--- src/rtl/adcseq_pkg.sv ---
package adcseq_pkg;
   localparam int unsigned CONV_CYCLES = 12;
   localparam int unsigned SMP_CODE_W  = 3;
   localparam int unsigned TMR_W       = 10;

   typedef enum logic [1:0] {
      TRIG_OFF  = 2'd0,
      TRIG_RISE = 2'd1,
      TRIG_FALL = 2'd2,
      TRIG_BOTH = 2'd3
   } trig_mode_e;

   typedef enum logic [1:0] {
      GRP_IDLE = 2'd0,
      GRP_REG  = 2'd1,
      GRP_INJ  = 2'd2
   } grp_e;

   // sample length in cycles for a 3-bit code: 3, 6, 12, ... 384
   function automatic logic [TMR_W-1:0] smp_cycles(input logic [SMP_CODE_W-1:0] code);
      return 10'd3 << code;
   endfunction
endpackage

--- src/rtl/adcseq_edge_sel.sv ---
module adcseq_edge_sel
   import adcseq_pkg::*;
(
   input  logic       clk,
   input  logic       rst_n,
   input  logic       sig,
   input  logic [1:0] mode,
   output logic       hit
);
   logic sig_q;

   always_ff @(posedge clk or negedge rst_n) begin
      if (!rst_n) sig_q <= 1'b0;
      else        sig_q <= sig;
   end

   always_comb begin
      unique case (mode)
         TRIG_RISE: hit = sig & ~sig_q;
         TRIG_FALL: hit = ~sig & sig_q;
         TRIG_BOTH: hit = sig ^ sig_q;
         default:   hit = 1'b0;
      endcase
   end
endmodule

--- src/rtl/adcseq_phase_timer.sv ---
module adcseq_phase_timer #(
   parameter int unsigned CNT_W    = 10,
   parameter int unsigned CONV_LEN = 12
) (
   input  logic             clk,
   input  logic             rst_n,
   input  logic             start,
   input  logic             abort,
   input  logic [CNT_W-1:0] smp_len,
   output logic             smp_phase,
   output logic             cnv_phase,
   output logic             last
);
   logic             busy_q, in_smp_q;
   logic [CNT_W-1:0] cnt_q;

   always_ff @(posedge clk or negedge rst_n) begin
      if (!rst_n) begin
         busy_q   <= 1'b0;
         in_smp_q <= 1'b0;
         cnt_q    <= '0;
      end else if (start) begin
         busy_q   <= 1'b1;
         in_smp_q <= 1'b1;
         cnt_q    <= smp_len - 1'b1;
      end else if (abort) begin
         busy_q   <= 1'b0;
         in_smp_q <= 1'b0;
      end else if (busy_q) begin
         if (cnt_q != '0) begin
            cnt_q <= cnt_q - 1'b1;
         end else if (in_smp_q) begin
            in_smp_q <= 1'b0;
            cnt_q    <= CNT_W'(CONV_LEN - 1);
         end else begin
            busy_q <= 1'b0;
         end
      end
   end

   assign smp_phase = busy_q & in_smp_q;
   assign cnv_phase = busy_q & ~in_smp_q;
   assign last      = cnv_phase & (cnt_q == '0);
endmodule

--- src/rtl/adcseq_align.sv ---
module adcseq_align #(
   parameter int unsigned RES_W  = 12,
   parameter int unsigned DATA_W = 16
) (
   input  logic [RES_W-1:0]  res,
   input  logic              left,
   output logic [DATA_W-1:0] word
);
   if (DATA_W < RES_W) begin : g_bad_width
      $error("adcseq_align: DATA_W must be at least RES_W");
   end else if (DATA_W == RES_W) begin : g_exact
      assign word = res;
   end else begin : g_pad
      localparam int unsigned PAD_W = DATA_W - RES_W;
      assign word = left ? {res, {PAD_W{1'b0}}} : {{PAD_W{1'b0}}, res};
   end
endmodule

--- src/rtl/adc_conv_sequencer.sv ---
module adc_conv_sequencer
   import adcseq_pkg::*;
#(
   parameter int unsigned CH_W      = 4,
   parameter int unsigned REG_SLOTS = 16,
   parameter int unsigned INJ_SLOTS = 4,
   parameter int unsigned RES_W     = 12,
   parameter int unsigned DATA_W    = 16,
   localparam int unsigned NUM_CH   = 1 << CH_W,
   localparam int unsigned RLW      = $clog2(REG_SLOTS),
   localparam int unsigned ILW      = $clog2(INJ_SLOTS)
) (
   input  logic                         clk,
   input  logic                         rst_n,
   input  logic                         conv_enable,
   input  logic                         scan_mode,
   input  logic                         cont_mode,
   input  logic                         align_left,
   input  logic [REG_SLOTS*CH_W-1:0]    reg_slot_ch,
   input  logic [RLW-1:0]               reg_len,
   input  logic [INJ_SLOTS*CH_W-1:0]    inj_slot_ch,
   input  logic [ILW-1:0]               inj_len,
   input  logic [NUM_CH*SMP_CODE_W-1:0] smp_code,
   input  logic                         reg_trig,
   input  logic [1:0]                   reg_trig_mode,
   input  logic                         inj_trig,
   input  logic [1:0]                   inj_trig_mode,
   input  logic [RES_W-1:0]             adc_result,
   input  logic                         clr_eoc_reg,
   input  logic                         clr_eoc_inj,
   input  logic                         irq_reg_en,
   input  logic                         irq_inj_en,
   output logic [CH_W-1:0]              ch_sel,
   output logic                         smp_phase,
   output logic                         cnv_phase,
   output logic [DATA_W-1:0]            reg_data,
   output logic [INJ_SLOTS*DATA_W-1:0]  inj_data,
   output logic                         eoc_reg,
   output logic                         eoc_inj,
   output logic                         irq_reg,
   output logic                         irq_inj
);
   if (REG_SLOTS < 2 || (1 << RLW) != REG_SLOTS) begin : g_bad_reg
      $error("adc_conv_sequencer: REG_SLOTS must be a power of two >= 2");
   end
   if (INJ_SLOTS < 2 || (1 << ILW) != INJ_SLOTS) begin : g_bad_inj
      $error("adc_conv_sequencer: INJ_SLOTS must be a power of two >= 2");
   end

   // full injected list runs upward, a shorter one downward from the top slot
   function automatic logic [ILW-1:0] inj_order(input logic full, input logic [ILW-1:0] pos);
      return full ? pos : ~pos;
   endfunction

   grp_e             grp_q, grp_d;
   logic [RLW-1:0]   reg_idx_q, reg_idx_d, reg_last;
   logic             reg_run_q, reg_run_d;
   logic [ILW-1:0]   inj_pos_q, inj_pos_d, inj_slot_q, start_slot;
   logic [CH_W-1:0]  ch_q, start_ch;
   logic             en_q, reg_hit, inj_hit, reg_evt, inj_evt, inj_full;
   logic             tmr_start, tmr_abort, tmr_last;
   logic             store_reg, store_inj, set_eoc_reg, set_eoc_inj;
   logic             eoc_reg_q, eoc_inj_q;
   logic [DATA_W-1:0] res_word, reg_data_q;
   logic [TMR_W-1:0] smp_len;

   adcseq_edge_sel u_reg_edge (.clk(clk), .rst_n(rst_n), .sig(reg_trig),
                               .mode(reg_trig_mode), .hit(reg_hit));
   adcseq_edge_sel u_inj_edge (.clk(clk), .rst_n(rst_n), .sig(inj_trig),
                               .mode(inj_trig_mode), .hit(inj_hit));

   adcseq_phase_timer #(.CNT_W(TMR_W), .CONV_LEN(CONV_CYCLES)) u_timer (
      .clk(clk), .rst_n(rst_n), .start(tmr_start), .abort(tmr_abort),
      .smp_len(smp_len), .smp_phase(smp_phase), .cnv_phase(cnv_phase), .last(tmr_last));

   adcseq_align #(.RES_W(RES_W), .DATA_W(DATA_W)) u_align (
      .res(adc_result), .left(align_left), .word(res_word));

   assign reg_evt  = conv_enable & ((~en_q) | reg_hit) & ~reg_run_q;
   assign inj_evt  = conv_enable & inj_hit & (grp_q != GRP_INJ);
   assign inj_full = (inj_len == ILW'(INJ_SLOTS - 1));
   assign reg_last = scan_mode ? reg_len : '0;
   assign smp_len  = smp_cycles(smp_code[start_ch*SMP_CODE_W +: SMP_CODE_W]);

   always_comb begin
      grp_d       = grp_q;
      reg_idx_d   = reg_idx_q;
      reg_run_d   = reg_run_q;
      inj_pos_d   = inj_pos_q;
      tmr_start   = 1'b0;
      tmr_abort   = 1'b0;
      start_slot  = inj_slot_q;
      start_ch    = ch_q;
      store_reg   = 1'b0;
      store_inj   = 1'b0;
      set_eoc_reg = 1'b0;
      set_eoc_inj = 1'b0;
      if (!conv_enable) begin
         grp_d     = GRP_IDLE;
         reg_run_d = 1'b0;
         reg_idx_d = '0;
         tmr_abort = 1'b1;
      end else if (inj_evt) begin
         // preempt: a running regular slot is dropped and rerun later
         grp_d      = GRP_INJ;
         inj_pos_d  = '0;
         tmr_start  = 1'b1;
         start_slot = inj_order(inj_full, '0);
         start_ch   = inj_slot_ch[start_slot*CH_W +: CH_W];
         if (reg_evt) begin
            reg_run_d = 1'b1;
            reg_idx_d = '0;
         end
      end else if (tmr_last && grp_q == GRP_INJ) begin
         store_inj = 1'b1;
         if (inj_pos_q == inj_len) begin
            set_eoc_inj = 1'b1;
            if (reg_run_q) begin
               grp_d     = GRP_REG;
               tmr_start = 1'b1;
               start_ch  = reg_slot_ch[reg_idx_q*CH_W +: CH_W];
            end else begin
               grp_d = GRP_IDLE;
            end
         end else begin
            inj_pos_d  = inj_pos_q + 1'b1;
            tmr_start  = 1'b1;
            start_slot = inj_order(inj_full, inj_pos_q + 1'b1);
            start_ch   = inj_slot_ch[start_slot*CH_W +: CH_W];
         end
      end else if (tmr_last && grp_q == GRP_REG) begin
         store_reg   = 1'b1;
         set_eoc_reg = 1'b1;
         if (reg_idx_q >= reg_last) begin
            reg_idx_d = '0;
            if (cont_mode) begin
               tmr_start = 1'b1;
               start_ch  = reg_slot_ch[CH_W-1:0];
            end else begin
               reg_run_d = 1'b0;
               grp_d     = GRP_IDLE;
            end
         end else begin
            reg_idx_d = reg_idx_q + 1'b1;
            tmr_start = 1'b1;
            start_ch  = reg_slot_ch[(reg_idx_q + 1'b1)*CH_W +: CH_W];
         end
      end else if (reg_evt) begin
         reg_run_d = 1'b1;
         reg_idx_d = '0;
         if (grp_q == GRP_IDLE) begin
            grp_d     = GRP_REG;
            tmr_start = 1'b1;
            start_ch  = reg_slot_ch[CH_W-1:0];
         end
      end
   end

   always_ff @(posedge clk or negedge rst_n) begin
      if (!rst_n) begin
         grp_q      <= GRP_IDLE;
         reg_idx_q  <= '0;
         reg_run_q  <= 1'b0;
         inj_pos_q  <= '0;
         inj_slot_q <= '0;
         ch_q       <= '0;
         en_q       <= 1'b0;
         reg_data_q <= '0;
         eoc_reg_q  <= 1'b0;
         eoc_inj_q  <= 1'b0;
      end else begin
         grp_q     <= grp_d;
         reg_idx_q <= reg_idx_d;
         reg_run_q <= reg_run_d;
         inj_pos_q <= inj_pos_d;
         en_q      <= conv_enable;
         if (tmr_start) begin
            ch_q       <= start_ch;
            inj_slot_q <= start_slot;
         end
         if (store_reg) reg_data_q <= res_word;
         eoc_reg_q <= set_eoc_reg | (eoc_reg_q & ~clr_eoc_reg);
         eoc_inj_q <= set_eoc_inj | (eoc_inj_q & ~clr_eoc_inj);
      end
   end

   for (genvar s = 0; s < INJ_SLOTS; s++) begin : g_inj_reg
      logic [DATA_W-1:0] slot_q;
      always_ff @(posedge clk or negedge rst_n) begin
         if (!rst_n)                                    slot_q <= '0;
         else if (store_inj && inj_slot_q == ILW'(s))   slot_q <= res_word;
      end
      assign inj_data[s*DATA_W +: DATA_W] = slot_q;
   end

   assign ch_sel   = ch_q;
   assign reg_data = reg_data_q;
   assign eoc_reg  = eoc_reg_q;
   assign eoc_inj  = eoc_inj_q;
   assign irq_reg  = eoc_reg_q & irq_reg_en;
   assign irq_inj  = eoc_inj_q & irq_inj_en;
endmodule

--- config.mk ---
export PLATFORM = sky130hd
export DESIGN_NAME = adc_conv_sequencer
export DESIGN_NICKNAME = d
export VERILOG_FILES = /design/src/rtl/adcseq_pkg.sv /design/src/rtl/adcseq_edge_sel.sv /design/src/rtl/adcseq_phase_timer.sv /design/src/rtl/adcseq_align.sv /design/src/rtl/adc_conv_sequencer.sv
export SDC_FILE = /design/constraint.sdc
export NUM_CORES = 1
export LEC_CHECK = 0
export ABC_AREA = 1
export BUFFER_PORTS_ARGS = -buffer_cell sky130_fd_sc_hd__buf_2
export CELL_PAD_IN_SITES_DETAIL_PLACEMENT = 1
export CELL_PAD_IN_SITES_GLOBAL_PLACEMENT = 1
export CORE_UTILIZATION = 28
export DETAILED_ROUTE_END_ITERATION = 12
export PLACE_DENSITY_LB_ADDON = 0.1
export SKIP_LAST_GASP = 1
export SYNTH_ARGS = -nofsm -noshare
export SYNTH_HDL_FRONTEND = slang
export SYNTH_HIERARCHICAL = 1
export SYNTH_SLANG_ARGS = --single-unit
--- constraint.sdc ---
create_clock -name clk -period 7.8 [get_ports clk]
set_input_delay 0.39 -clock clk [delete_from_list [all_inputs] [get_ports clk]]
set_output_delay 0.39 -clock clk [all_outputs]
set_load 0.02 [all_outputs]
## Yosys cells after proc, flatten, opt, wreduce, memory -nomap -nowiden

Cells that the tools add are included.

- Equality and inequality tests: 25
- Bitwise gates (word level): 30
- Div/mod/pow operators: 0
- Add/sub/neg operators: 5
- Order comparisons: 1
- Shift-type cells: 6
- Reduce and logical (&&, ||, !) cells: 20
- Multiply operators: 1
- Mux-type cells: 80

Operator list:

| kind | number |
|---|---|
| 4-bit 2-to-1 mux | 17 |
| 64-bit by 7-bit indexed part select with 4-bit output | 1 |
| 64-bit by 8-bit indexed part select with 4-bit output | 1 |
| 10-bit 2-to-1 mux | 5 |
| 48-bit by 7-bit indexed part select with 3-bit output | 1 |
| 1-bit 2-to-1 mux | 38 |
| 2-bit 2-to-1 mux | 17 |
| 16-bit by 5-bit indexed part select with 4-bit output | 2 |
| 10-bit by 1-bit subtractor with 10-bit output (second input constant) | 2 |
| 2-bit == test (second input constant) | 8 |
| 16-bit 2-to-1 mux | 1 |
| 1-bit AND | 15 |
| 10-bit zero test | 1 |
| 5-bit by 1-bit != test with 1-bit output (second input constant) | 2 |
| 10-bit nonzero test | 1 |
| 2-bit by 3-bit left shift with 10-bit output (first input constant) | 1 |
| 1-bit NOT | 9 |
| 3-bit AND reduction | 3 |
| 2-bit by 1-bit == test with 1-bit output (second input constant) | 4 |
| 4-bit by 3-bit != test with 1-bit output (second input constant) | 2 |
| 1-bit logical AND | 6 |
| 4-bit by 2-bit multiplier with 6-bit output (second input constant) | 1 |
| 3-bit != test (second input constant) | 2 |
| 1-bit one-hot mux with 3 select lines | 2 |
| 19 further kinds | 26 |

- Input bits: 162
- Logic and storage cells: 187
- Latch bits: 0
- Flip-flop bits (word level): 112
- Memories: 0
- ROM bits: 0
- Memory bits (writable): 0
- Output and inout bits: 90

## Logic depth before layout (Yosys ltp)

Gate-level depths: netlist (run 1).

- Word-level depth: 16
- Mapped depth: 36
- Depth with buffers taken out: 35

## Modules after synthesis

Netlist (run 1), hierarchy kept.

Modules (own cells, without submodules):

| module | instances | cells an instance | area each (sq um) |
|---|---|---|---|
| adc_conv_sequencer | 1 | 969 | 6560.0 |
| adcseq_phase_timer | 1 | 172 | 1056.0 |
| adcseq_align | 1 | 43 | 180.2 |
| adcseq_edge_sel | 2 | 12 | 88.8 |

## Least setup slack after synthesis (run 1)

Ideal clock, no wire load.

- Path type: reg-to-reg
- Start: reg reg_idx_q[0]
- End: reg u_timer.cnt_q[4]
- Period minus slack after synthesis: 3.756 ns
- Cell stages (with the launch flop): 33
- Library setup time: 0.117 ns
- Required time: 7.683 ns
- Arrival time: 3.639 ns
- Setup slack: 4.044 ns
- Path buffers: 4
- Cells stage by stage: dfrtp_1 -> inv_2 -> buf_6 -> buf_6 -> buf_6 -> ha_1 -> nand4_1 -> nand3_1 -> inv_1 -> nand3_1 -> nand2_1 -> nand3_2 -> nand2_4 -> nand2_2 -> buf_6 -> or2_1 -> o211ai_2 -> nand2_1 -> nand2_1 -> nand3_1 -> nand2_1 -> ha_1 -> inv_1 -> nor2_1 -> inv_1 -> ha_1 -> nand2_1 -> nor2_1 -> xor2_1 -> nand2_1 -> nand2_1 -> nand2_1 -> nand2_1

- Word-level cells in the longest chain between the ends: 12
- Elaborated cells between the ends (all ways): 25
- Those cells by class: add/sub (2); mul (1); order compare (1); shift (4); mux (13); reduce/logical (4)

Ends and longest elaborated chain:

| what | line | text |
|---|---|---|
| start, declared | adc_conv_sequencer.sv:56 | `logic [RLW-1:0] reg_idx_q, reg_idx_d, reg_last;` |
| start signal, assigned | adc_conv_sequencer.sv:173 | `reg_idx_q <= reg_idx_d;` |
| 4-bit by 1-bit adder with 5-bit output | adc_conv_sequencer.sv:146 | `start_ch = reg_slot_ch[(reg_idx_q + 1'b1)*CH_W +: CH_W];` |
| 64-bit by 8-bit indexed part select with 4-bit output | adc_conv_sequencer.sv:146 |  |
| 4-bit 2-to-1 mux | adc_conv_sequencer.sv:134 | `if (reg_idx_q >= reg_last) begin` |
| 4-bit 2-to-1 mux | adc_conv_sequencer.sv:131 | `end else if (tmr_last && grp_q == GRP_REG) begin` |
| 4-bit 2-to-1 mux (*) | adc_conv_sequencer.sv:114 | `end else if (tmr_last && grp_q == GRP_INJ) begin` |
| 4-bit 2-to-1 mux (*) | adc_conv_sequencer.sv:103 | `end else if (inj_evt) begin` |
| 4-bit 2-to-1 mux (*) | adc_conv_sequencer.sv:98 | `if (!conv_enable) begin` |
| 4-bit by 2-bit multiplier with 6-bit output (*) | adc_conv_sequencer.sv:83 | `assign smp_len = smp_cycles(smp_code[start_ch*SMP_CODE_W +: SMP_CODE_W]);` |
| 48-bit by 7-bit indexed part select with 3-bit output (*) | adc_conv_sequencer.sv:83 |  |
| 2-bit by 3-bit left shift with 10-bit output (*) | adcseq_pkg.sv:21 | `return 10'd3 << code;` |
| via smp_len[0] | adc_conv_sequencer.sv:65 | `logic [TMR_W-1:0] smp_len;` |
| 10-bit by 1-bit subtractor with 10-bit output (*) | adcseq_phase_timer.sv:25 | `cnt_q <= smp_len - 1'b1;` |
| 10-bit 2-to-1 mux (*) | adcseq_phase_timer.sv:22 | `end else if (start) begin` |
| end signal, assigned | adcseq_phase_timer.sv:25 |  |
| end signal, assigned | adcseq_phase_timer.sv:31 | `cnt_q <= cnt_q - 1'b1;` |
| end signal, assigned | adcseq_phase_timer.sv:34 | `cnt_q <= CNT_W'(CONV_LEN - 1);` |
| end, declared | adcseq_phase_timer.sv:15 | `logic [CNT_W-1:0] cnt_q;` |

The timed path passes the listed nets; every way through them passes the cells marked *.
A chain may end at the register's enable or synchronous reset.

## Final worst setup path (run 1)

Ends and elaborated chain as after synthesis.

==> results of run 1 <==
==> cell usage after synthesis (2+ instances only) <==
library cell	count	area share [%]
nor3_1	5	0.31
xor2_1	9	0.99
o211ai_2	2	0.31
buf_6	14	2.0
nor2_4	3	0.42
ha_1	13	2.0
o21ai_1	9	0.56
clkinv_1	2	0.094
or2_0	2	0.16
a21oi_2	2	0.22
o21ai_0	127	8.0
dfrtp_1	112	35
nand4_1	2	0.16
or2_1	3	0.24
nor2_1	63	3.0
inv_1	136	6.4
nand3_1	183	11
a31oi_1	3	0.24
a21oi_4	2	0.41
a21oi_1	33	2.1
nor2_2	3	0.24
nand3_2	6	0.75
a21boi_0	2	0.19
o211ai_1	8	0.75
nand2_1	391	18
inv_2	5	0.24
buf_2	12	0.75
clkbuf_1	18	0.85
nand2_2	7	0.55
buf_4	10	0.94
nand3b_1	6	0.56
==> cell families after synthesis <==
| group | count (synthesis) | share of synthesized area, % |
|---|---|---|
| and+or+nand+nor | 676 | 36.5 |
| DFF | 112 | 35.1 |
| buffers and inverters | 200 | 11.6 |
| adders and majority gates | 13 | 2.04 |
| AOI/OAI and AO/OA | 197 | 13.6 |
| other | 1 | 0.0470 |
| xor gates and xnor gates | 9 | 0.989 |
==> layer usage <==
metal	share of wire, %	up-vias	wire length (um)	GRT usage (%)
met5	0	-	0	0
met4	1.1	0	310	3.96
met3	8.0	17	2280	6.06
met2	45	196	13000	32.9
met1	45	3901	13000	25.5
li1	-	4304	-	-
==> worst max-delay path, delay by kind of cell, from the launching register on <==
kind            cells  cell delay (ns)
flops               1             0.39
buf+inv             4             1.08
xor+xnor            1             0.16
simple gates       19             2.40
fa+ha+maj           3             0.76
compound gates      1             0.08
==> worst min-delay path by stage <==
stage                              endpoint  slack [ns]  cells after the start
global placement    g_inj_reg[0].slot_q[15]        0.46                      2
finish                            ch_sel[0]        0.10                      1
global route                      ch_sel[0]        0.17                      1
CTS                               ch_sel[0]        0.14                      1
floorplan                         ch_sel[0]        0.09                      0
detailed placement              reg_data[1]        0.47                      2
==> cells in the final DEF, fill, tap and decap left out, types with 2 or more instances in the layout <==
| master | n |
|---|---|
| a21oi_1 | 33 |
| nand4_1 | 2 |
| or2_1 | 3 |
| inv_2 | 5 |
| buf_4 | 4 |
| o21ai_1 | 10 |
| nand3_1 | 183 |
| o21ai_0 | 126 |
| nand3_2 | 6 |
| nor3_1 | 5 |
| clkinv_4 | 2 |
| o211ai_2 | 2 |
| xor2_1 | 9 |
| inv_1 | 136 |
| a21oi_2 | 2 |
| nor2_4 | 3 |
| a21boi_0 | 2 |
| nand2_1 | 391 |
| or2_0 | 2 |
| clkbuf_16 | 9 |
| buf_2 | 250 |
| clkinv_1 | 2 |
| dfrtp_1 | 112 |
| a21oi_4 | 2 |
| nand3b_1 | 6 |
| conb_1 | 2 |
| nor2_1 | 63 |
| ha_1 | 13 |
| clkinvlp_4 | 2 |
| nand2_2 | 7 |
| nor2_2 | 3 |
| inv_8 | 2 |
| o211ai_1 | 8 |
| a31oi_1 | 3 |
==> layout make-up <==
class                   instances  area, um^2
diodes                          1        2.50
repair buffers                254        1280
clock buffers                  10         229
well taps                     378         473
inverters                     144         546
multi-input cells             897        4250
flip-flops and latches        112        2800
clock inverters                 6        76.3
fillers                      3693       18300
==> through the flow <==
| stage | hold slack, ns | instances | setup slack [ns] |
|---|---|---|---|
| after floorplan | 0.0944 | 1209 | 4.04 |
| after CTS | 0.135 | 1801 | 2.68 |
| after detailed placement | 0.468 | 1785 | 2.69 |
| final | 0.101 | 1802 | 2.77 |
| after global routing | 0.167 | 1801 | 2.12 |
| after global placement | 0.462 | 1785 | 2.85 |
==> power by group <==
group,switching (mW),total [mW],leakage [nW],internal [mW]
Clock,0.234,0.489,0.143,0.255
Sequential,0.0596,0.699,1.52,0.639
Combinational,0.646,0.962,3.68,0.316
==> run_results.csv, run 1 <==
group,metric,value,unit
worst_setup_path,crit_fanout,68,
worst_setup_path,cpMostUsedCell,"nand2_1",
synth,ys_ff_latch,112,
timing,fin_crit,5.03,ns
worst_setup_path,critical_path_class,"reg -> reg",
layout,fin_area,0.00966,mm^2
cts,cts_hold_buf,0,
timing,relSlewSlack,24.5,%
synth,synthCells,1208,
worst_setup_path,worstPathArrival,5.27,ns
worst_setup_path,cp_slowest_cell,"inv_2",
synth,synth_edf_count,0,
worst_setup_path,endpoint_kind,"register",
min_path,min_path_type,"in -> async",
pwr,power_density,223,mW/mm^2
layout,layout-drive-gt1-share,21.2,%
worst_setup_path,required,8.05,ns
routing,drc,0,
worst_setup_path,ff2ff_setup_slack,2.77,ns
cts,clkLatencyLatePin,0.35,ns
floorplanning,ios,252,
timing,rsz0062_at_grt,"false",
routing,vias,8418,
layout,syn_to_final_growth,21.2,%
cts,root_buffer,"clkbuf_16",
synth,syn_avg_cell_area,6.60,um^2
layout,final_util,34.6,%
placed_design,gp_congestion,0.798,
synth,seq_area_frac_synth,35.1,%
job,cap_viol_max_count,0,
floorplanning,floorplan.die_area,0.0292,mm^2
worst_setup_path,rr_startpoint,"reg_idx_q[0]",
routing,drt_first_iter_violations,399,
pwr,power_leakage,5.34,nW
routing,wirelength,28600,um
synth,synth_warnings,6,
layout,largest-register,"g_inj.slot_q",
status,outcome,"completed",
cts,postCtsSetupBuffers,0,
pwr,max-vdd-ir-drop,111,uV
synth,synth_ff_type,"dfrtp_1",
worst_setup_path,reg2reg_depth,28,
cts,clockBufferDepth,2,
timing,hold_violations,0,
timing,worst_slew_pin_slew,1.13,ns
floorplanning,fp.coreArea,0.0279,mm^2
synth,synth_area,0.00797,mm^2
layout,largest_reg_flops,64,
synth,ys_async_sr_fraction,100,%
grt,grt_usage,19.9,%
grt,grt_pass1_vias,8469,
placed_design,portBuffers,251,
grt,overflow,0,
cts,clk_pin_slew,0.08,ns
routing,vias_per_cell,4.67,
floorplanning,num_rows,61,
worst_setup_path,worstSetupStartpoint,"reg_idx_q[0]",
routing,firstDrtPassIters,5,
timing,fin_crit_sh,64.4,%
cts,h-tree-depth,3,
timing,slew_viol_final,0,
timing,fin_skew,0.00925,ns
placed_design,hpwl,22100,um
worst_setup_path,r2r_end,"u_timer/cnt_q[4]",
grt,antenna_found_initial,0,
timing,max_clock_freq,0.199,GHz
worst_setup_path,slowest_delay,0.73,ns
layout,finalNetCount,1593,
routing,wl_per_cell,15.9,um
synth,synth.distinct_cells,46,
timing,final.setup.tns,0,ns
grt,grt_pass1_wl,45300,um
cts,cts_tree,"built",
grt,grt_max_degree,69,
timing,finalSetupViolCount,0,
routing,antenna_left,0,
cts,cts_resized,0,
cts,cts.sinks,112,
placed_design,postPlaceCellArea,0.00935,mm^2
worst_setup_path,cp-start-kind,"register",
pwr,power,2.15,mW
floorplanning,die_height,171,um
worst_setup_path,crit_path_end,"u_timer/cnt_q[4]",
floorplanning,die_w,171,um
floorplanning,initial_core_util,28.5,%
cts,numCtsBuffers,9,
(Power assumes the default switching activity.)
==> run 2, diff against run 1 <==
Clock period 7.8 ns to 5.2 ns, I/O delays scaled along.
==> run 2 against run 1 <==
Against the previous run:
- flip-flop and latch count stayed put
- sequential share of layout area is 0.19 points lower
- power is 48% higher
- critical path type unchanged
- setup slack worse by 2.1 ns
- sequential power is 50% higher
- maximum frequency is 11% higher
- clock skew hardly changed
- die area stayed put
- combinational power is 51% higher
- design area is 0.67% higher
- largest cell class unchanged
- first-iteration DRC count is 8.0% lower
- global-route usage is 0.12 points higher
- highest routed layer unchanged
==> run_results.csv, run 2 (synthesis results as in run 1) <==
group,metric,value,unit
status,outcome,"completed",
worst_setup_path,cp.buffers_inverters,5,
routing,drt_first_iter_violations,367,
routing,vias_per_cell,4.68,
grt,grt_max_degree,68,
cts,clockBufferDepth,2,
pwr,max-vdd-ir-drop,160,uV
floorplanning,die_height,171,um
routing,firstDrtPassIters,4,
timing,fin_skew,0.00960,ns
layout,fin_area,0.00973,mm^2
worst_setup_path,required,5.46,ns
placed_design,portBuffers,251,
layout,largest_reg_flops,64,
floorplanning,fp.coreArea,0.0279,mm^2
pwr,p_int,1.78,mW
floorplanning,initial_core_util,28.5,%
worst_setup_path,critical_path_class,"reg -> reg",
timing,fin_crit,4.53,ns
pwr,switchingPower,1.41,mW
routing,vias,8479,
floorplanning,die_w,171,um
worst_setup_path,worstPathArrival,4.78,ns
routing,antenna_left,0,
pwr,power_density,327,mW/mm^2
cts,numCtsBuffers,9,
cts,cts_tree,"built",
timing,final.setup.tns,0,ns
timing,finalSetupViolCount,0,
pwr,seqPwrFrac,32.9,%
grt,grt_usage,20.0,%
layout,fillCellCount,3722,
layout,final_cell_mix,"nand2_1, buf_2, nand3_1",
worst_setup_path,crit_fanout,30,
worst_setup_path,slowest_delay,0.40,ns
placed_design,postPlaceCellArea,0.00943,mm^2
routing,wl_per_cell,15.8,um
floorplanning,ios,252,
timing,rsz0062_at_grt,"false",
job,cap_viol_max_count,0,
timing,hold_violations,0,
grt,antenna_found_initial,0,
cts,postCtsSetupBuffers,0,
placed_design,hpwl,22200,um
worst_setup_path,crit_family,"simple AND/OR/NAND/NOR gates",
routing,drc,0,
cts,h-tree-depth,3,
cts,clk_pin_slew,0.08,ns
cts,cts.sinks,112,
pwr,p_clk_share,21.5,%
timing,worst_slew_pin_slew,1.12,ns
cts,clkLatencyLatePin,0.36,ns
layout,layout-drive-gt1-share,21.8,%
grt,grt_pass1_wl,45700,um
timing,relSlewSlack,25.2,%
pwr,power_leakage,5.39,nW
layout,mostFrequentLayoutCell,"nand2_1",
placed_design,gp_congestion,0.831,
floorplanning,num_rows,61,
layout,syn_to_final_growth,22.0,%
pwr,power_switching_share,44.2,%
floorplanning,floorplan.die_area,0.0292,mm^2
worst_setup_path,cpMostUsedCell,"nand2_1",
layout,final_util,34.8,%
pwr,p_comb_share,45.6,%
worst_setup_path,cp-start-kind,"register",
timing,slew_viol_final,0,
worst_setup_path,cp_slowest_cell,"dfrtp_1",
grt,overflow,0,
routing,wirelength,28600,um
cts,root_buffer,"clkbuf_16",
layout,finalNetCount,1604,
layout,fin_cells,1813,
min_path,min_path_type,"in -> reg",
grt,grt_pass1_vias,8555,
timing,max_clock_freq,0.221,GHz
placed_design,dp_cells,1795,
layout,largest-register,"g_inj.slot_q",
pwr,power,3.18,mW
timing,fin_crit_sh,87.0,%
worst_setup_path,endpoint_kind,"register",
-- run 2: cell types whose count changed in the layout (fill, tap and decap cells not counted) --
cell | before | now
o21ai_1 | 10 | 9
inv_8 | 2 | 1
buf_4 | 4 | 14
dlygate4sd3_1 | 0 | 1
nand2_2 | 7 | 6
clkinv_2 | 0 | 1
nand2_4 | 1 | 2
clkinvlp_4 | 2 | 0
bufinv_16 | 1 | 0
o21ai_0 | 126 | 127
inv_6 | 0 | 3
-- run 2: path summary, 6_finish.rpt --
check                                  startpoint                      to  slack [ns]  cells past startpoint
setup reg to reg                 u_timer/cnt_q[0]        u_timer/cnt_q[4]        0.67                     32
min in group asynchronous                   rst_n        u_timer/cnt_q[9]        0.45                      2
max in group asynchronous                   rst_n  g_inj_reg[0].slot_q[3]        3.70                      3
hold reg to reg            g_inj_reg[3].slot_q[0]  g_inj_reg[3].slot_q[0]        0.48                      2
setup / recovery                 u_timer/cnt_q[0]        u_timer/cnt_q[4]        0.67                     32
hold / removal                           reg_trig        u_reg_edge/sig_q        0.04                      1
-- run 2: metrics by stage --
stage / hold slack, ns / setup slack [ns]
finish: 0.0445 / 0.675
global placement: 0.308 / 0.629
detailed placement: 0.303 / 0.463
floorplan: -0.0356 / 1.44
CTS: 0.0280 / 0.437
global route: 0.0258 / 0.0991
-- run 2: worst register-to-register path: cells and delay by family (launching register included) --
kind            cells  cell delay (ns)
simple gates       21             2.37
fa+ha+maj           3             0.62
compound gates      2             0.34
xor+xnor            1             0.16
buf+inv             5             0.52
flops               1             0.40
-- run 2: cell type report --
cell class / instances / area, um^2 / share of cell area (%)
multi-input combinational: 897 / 4260 / 43.8
sequential: 112 / 2800 / 28.8
timing repair buffer: 265 / 1370 / 14.0
inverter: 144 / 546 / 5.61
tap: 378 / 473 / 4.86
clock buffer: 10 / 229 / 2.35
clock inverter: 6 / 51.3 / 0.527
antenna: 1 / 2.50 / 0.0257
-- run 2: power groups by stage --
stage	clock (mW)	sequential, mW	combinational, mW
5_1_grt	0.739	1.06	1.67
4_1_cts	0.713	1.05	1.47
3_5_place_dp	0	1.06	1.46
3_3_place_gp	0	1.06	1.45
6_report	0.686	1.05	1.45
2_1_floorplan	0	1.08	1.05
-- run 2: per-layer routing --
layer,wire [um],track usage [%]
met1,12700,25.3
met2,13400,34.0
met3,2310,5.85
met4,169,3.13
met5,0,0
-- run 2: repair_timing --
item / CTS / global route
hold buffers: 1 / 0
endpoints found under the setup margin: 0 / 7
endpoints found under the hold margin: 38 / 0
gates resized for setup: 0 / 1
==> run 3, diff against run 2 <==
Settings changed: ABC_AREA 1 to not set.
==> run 3 against run 2 <==
Against the previous run:
- final cell count decreased by 26%
- sequential share of layout area decreased by 1.5 points
- non-clock buffer count increased by 60
- critical endpoint is now u_timer/cnt_q[7]
==> run_results.csv, run 3 <==
group,metric,value,unit
synth,synthTopCellsByArea,"dfrtp_1, mux2_2, mux2i_1",
cts,cts.sinks,112,
routing,drc,0,
layout,finalNetCount,1174,
worst_setup_path,cp-start-kind,"register",
timing,finalSetupViolCount,0,
layout,largest_reg_flops,64,
timing,fin_crit,4.97,ns
synth,synth_most_common_cell,"dfrtp_1",
cts,root_buffer,"clkbuf_16",
worst_setup_path,endpoint_kind,"register",
grt,grt_max_degree,55,
placed_design,hpwl,20900,um
timing,hold_violations,0,
synth,synth_warnings,6,
floorplanning,ios,252,
synth,ys_ff_latch,112,
floorplanning,floorplan.die_area,0.0281,mm^2
timing,final.setup.tns,0,ns
synth,ys_async_sr_fraction,100,%
layout,mostFrequentLayoutCell,"buf_2",
worst_setup_path,cp_slowest_cell,"or4_4",
cts,clkLatencyLatePin,0.35,ns
cts,clockBufferDepth,2,
worst_setup_path,path_cells,"or4_4 > nor3_4 > and2_4 > buf_6 > nand4b_1 > nor3_4 > o21ai_1 > o32a_1 > nand3_4 > buf_4 > a211oi_1 > a2111oi_2 > nor4_2 > ha_1 > nor2b_1 > or4_4 > nor3_2 > nor3_2 > nor3_1",
routing,vias,6890,
layout,layout-drive-gt1-share,51.6,%
status,outcome,"completed",
pwr,power_density,281,mW/mm^2
job,cap_viol_max_count,0,
pwr,power,2.88,mW
cts,cts_tree,"built",
floorplanning,fp.coreArea,0.0270,mm^2
cts,clk_pin_slew,0.08,ns
routing,vias_per_cell,5.12,
layout,fin_area,0.0103,mm^2
layout,register_area,0.00280,mm^2
synth,synth_area,0.00768,mm^2
synth,syn-num-nets,876,
cts,h-tree-depth,3,
timing,worst_slew_pin_slew,0.998,ns
placed_design,postPlaceCellArea,0.00971,mm^2
layout,fillCellCount,3069,
synth,synth.distinct_cells,90,
layout,multi_input_area,0.00475,mm^2
synth,synthCells,701,
worst_setup_path,ff2ff_setup_slack,0.23,ns
floorplanning,initial_core_util,28.5,%
min_path,min_path_type,"in -> reg",
floorplanning,die_w,168,um
timing,fin_skew,0.00627,ns
synth,synth_ff_type,"dfrtp_1",
worst_setup_path,crit_fanout,7,
placed_design,gp_congestion,0.768,
layout,syn_to_final_growth,33.6,%
floorplanning,num_rows,60,
synth,synth_top_area_cell,"dfrtp_1",
worst_setup_path,required,5.47,ns
timing,slew_viol_final,0,
pwr,power_leakage,4.95,nW
worst_setup_path,cp.buffers_inverters,2,
synth,seq_area_frac_synth,36.5,%
grt,grt_pass1_vias,7288,
floorplanning,die_height,168,um
grt,grt_usage,19.0,%
routing,wl_per_cell,19.8,um
pwr,max-vdd-ir-drop,219,uV
timing,max_clock_freq,0.201,GHz
timing,relSlewSlack,33.3,%
routing,antenna_left,0,
placed_design,portBuffers,251,
synth,synth_top_area_share,36.5,%
grt,grt_pass1_wl,41800,um
routing,drt_first_iter_violations,279,
grt,antenna_found_initial,0,
routing,firstDrtPassIters,4,
layout,final_cell_mix,"buf_2, dfrtp_1, mux2_2",
worst_setup_path,critical_path_class,"reg -> reg",
cts,numCtsBuffers,9,
grt,overflow,0,
worst_setup_path,worstPathArrival,5.24,ns
worst_setup_path,slowest_delay,0.60,ns
worst_setup_path,crit_family,"simple AND/OR/NAND/NOR gates",
synth,syn_avg_cell_area,11.0,um^2
layout,largest-register,"g_inj.slot_q",
synth,synth_common_cells,"dfrtp_1, mux2_2, mux2i_1, nand2_1",
routing,wirelength,26600,um
timing,fin_crit_sh,95.6,%
synth,synth_edf_count,0,
run 3: cell count changes after synthesis, sizes merged, moves of 24 or more:
cell / before / now
inv: 141 / 29
nor2: 69 / 27
nor2b: 0 / 24
mux2: 0 / 100
nand3: 189 / 13
nand2: 399 / 35
mux2i: 0 / 45
o21ai: 136 / 24
run 3: cell type report:
type	instances	share of cell area (%)
multi-input cells	521	46.3
flip-flops and latches	112	27.3
clock inverters	7	0.841
repair buffers	325	18.0
clock buffers	9	2.20
diodes	1	0.0244
inverters	30	1.17
well taps	341	4.16
run 3: worst paths after layout:
path	endpoint	start	cells past startpoint
worst min-delay path	u_inj_edge/sig_q	inj_trig	1
worst max-delay path	u_timer/cnt_q[7]	u_timer/cnt_q[6]	19
worst min register to register	g_inj_reg[3].slot_q[6]	g_inj_reg[3].slot_q[6]	1
worst max register to register	u_timer/cnt_q[7]	u_timer/cnt_q[6]	19
max in group asynchronous	g_inj_reg[2].slot_q[7]	rst_n	3
min in group asynchronous	u_timer/cnt_q[7]	rst_n	2
run 3: layer usage:
metal / wire length (um) / part of all wire (%) / global-route usage (%) / vias up
li1: - / - / - / 3279
met1: 12500 / 47 / 25.3 / 3407
met2: 12300 / 46 / 31.6 / 195
met3: 1650 / 6.2 / 4.42 / 9
met4: 204 / 0.77 / 3.39 / 0
met5: 0 / 0 / 0 / -
run 3: metrics by stage:
step	hold slack, ns	instances	setup slack [ns]	utilization (%)
after global routing	0.0314	1345	-0.0244	38.1
after detailed placement	0.289	1323	-0.213	36.0
after global placement	0.287	1323	-0.118	36.0
after floorplan	-0.0356	701	0.0220	-
after CTS	0.0308	1341	0.0122	37.4
final	0.0423	1346	0.229	38.1
run 3: power by group:
| part | total (mW) | internal, mW | switching [mW] |
|---|---|---|---|
| Combinational | 1.16 | 0.533 | 0.625 |
| Clock | 0.724 | 0.346 | 0.378 |
| Sequential | 1.00 | 0.928 | 0.0719 |
| Total | 2.88 | 1.81 | 1.08 |
run 3: repair_timing:
action                                 4_1_cts  5_1_grt
endpoints found under the hold margin       37        0
pin swaps                                    4       14
setup endpoints to repair                    7        7
resized for setup                            9       33
cloned                                       0        0
hold buffers                                 1        0
setup buffers                                1        4
run 3: kinds of logic (layout without fill, tap and decap cells):
kind of cell    count (synthesis)  in the layout  synth area share (%)
simple gates                  195            195                  15.0
mux                           165            165                  26.5
compound gates                137            137                  14.1
flops                         112            112                  36.5
buf+inv                        68            371                  4.53
fa+ha+maj                      13             13                  2.12
xor+xnor                       10             10                  1.14
other cells                     1              2                0.0488
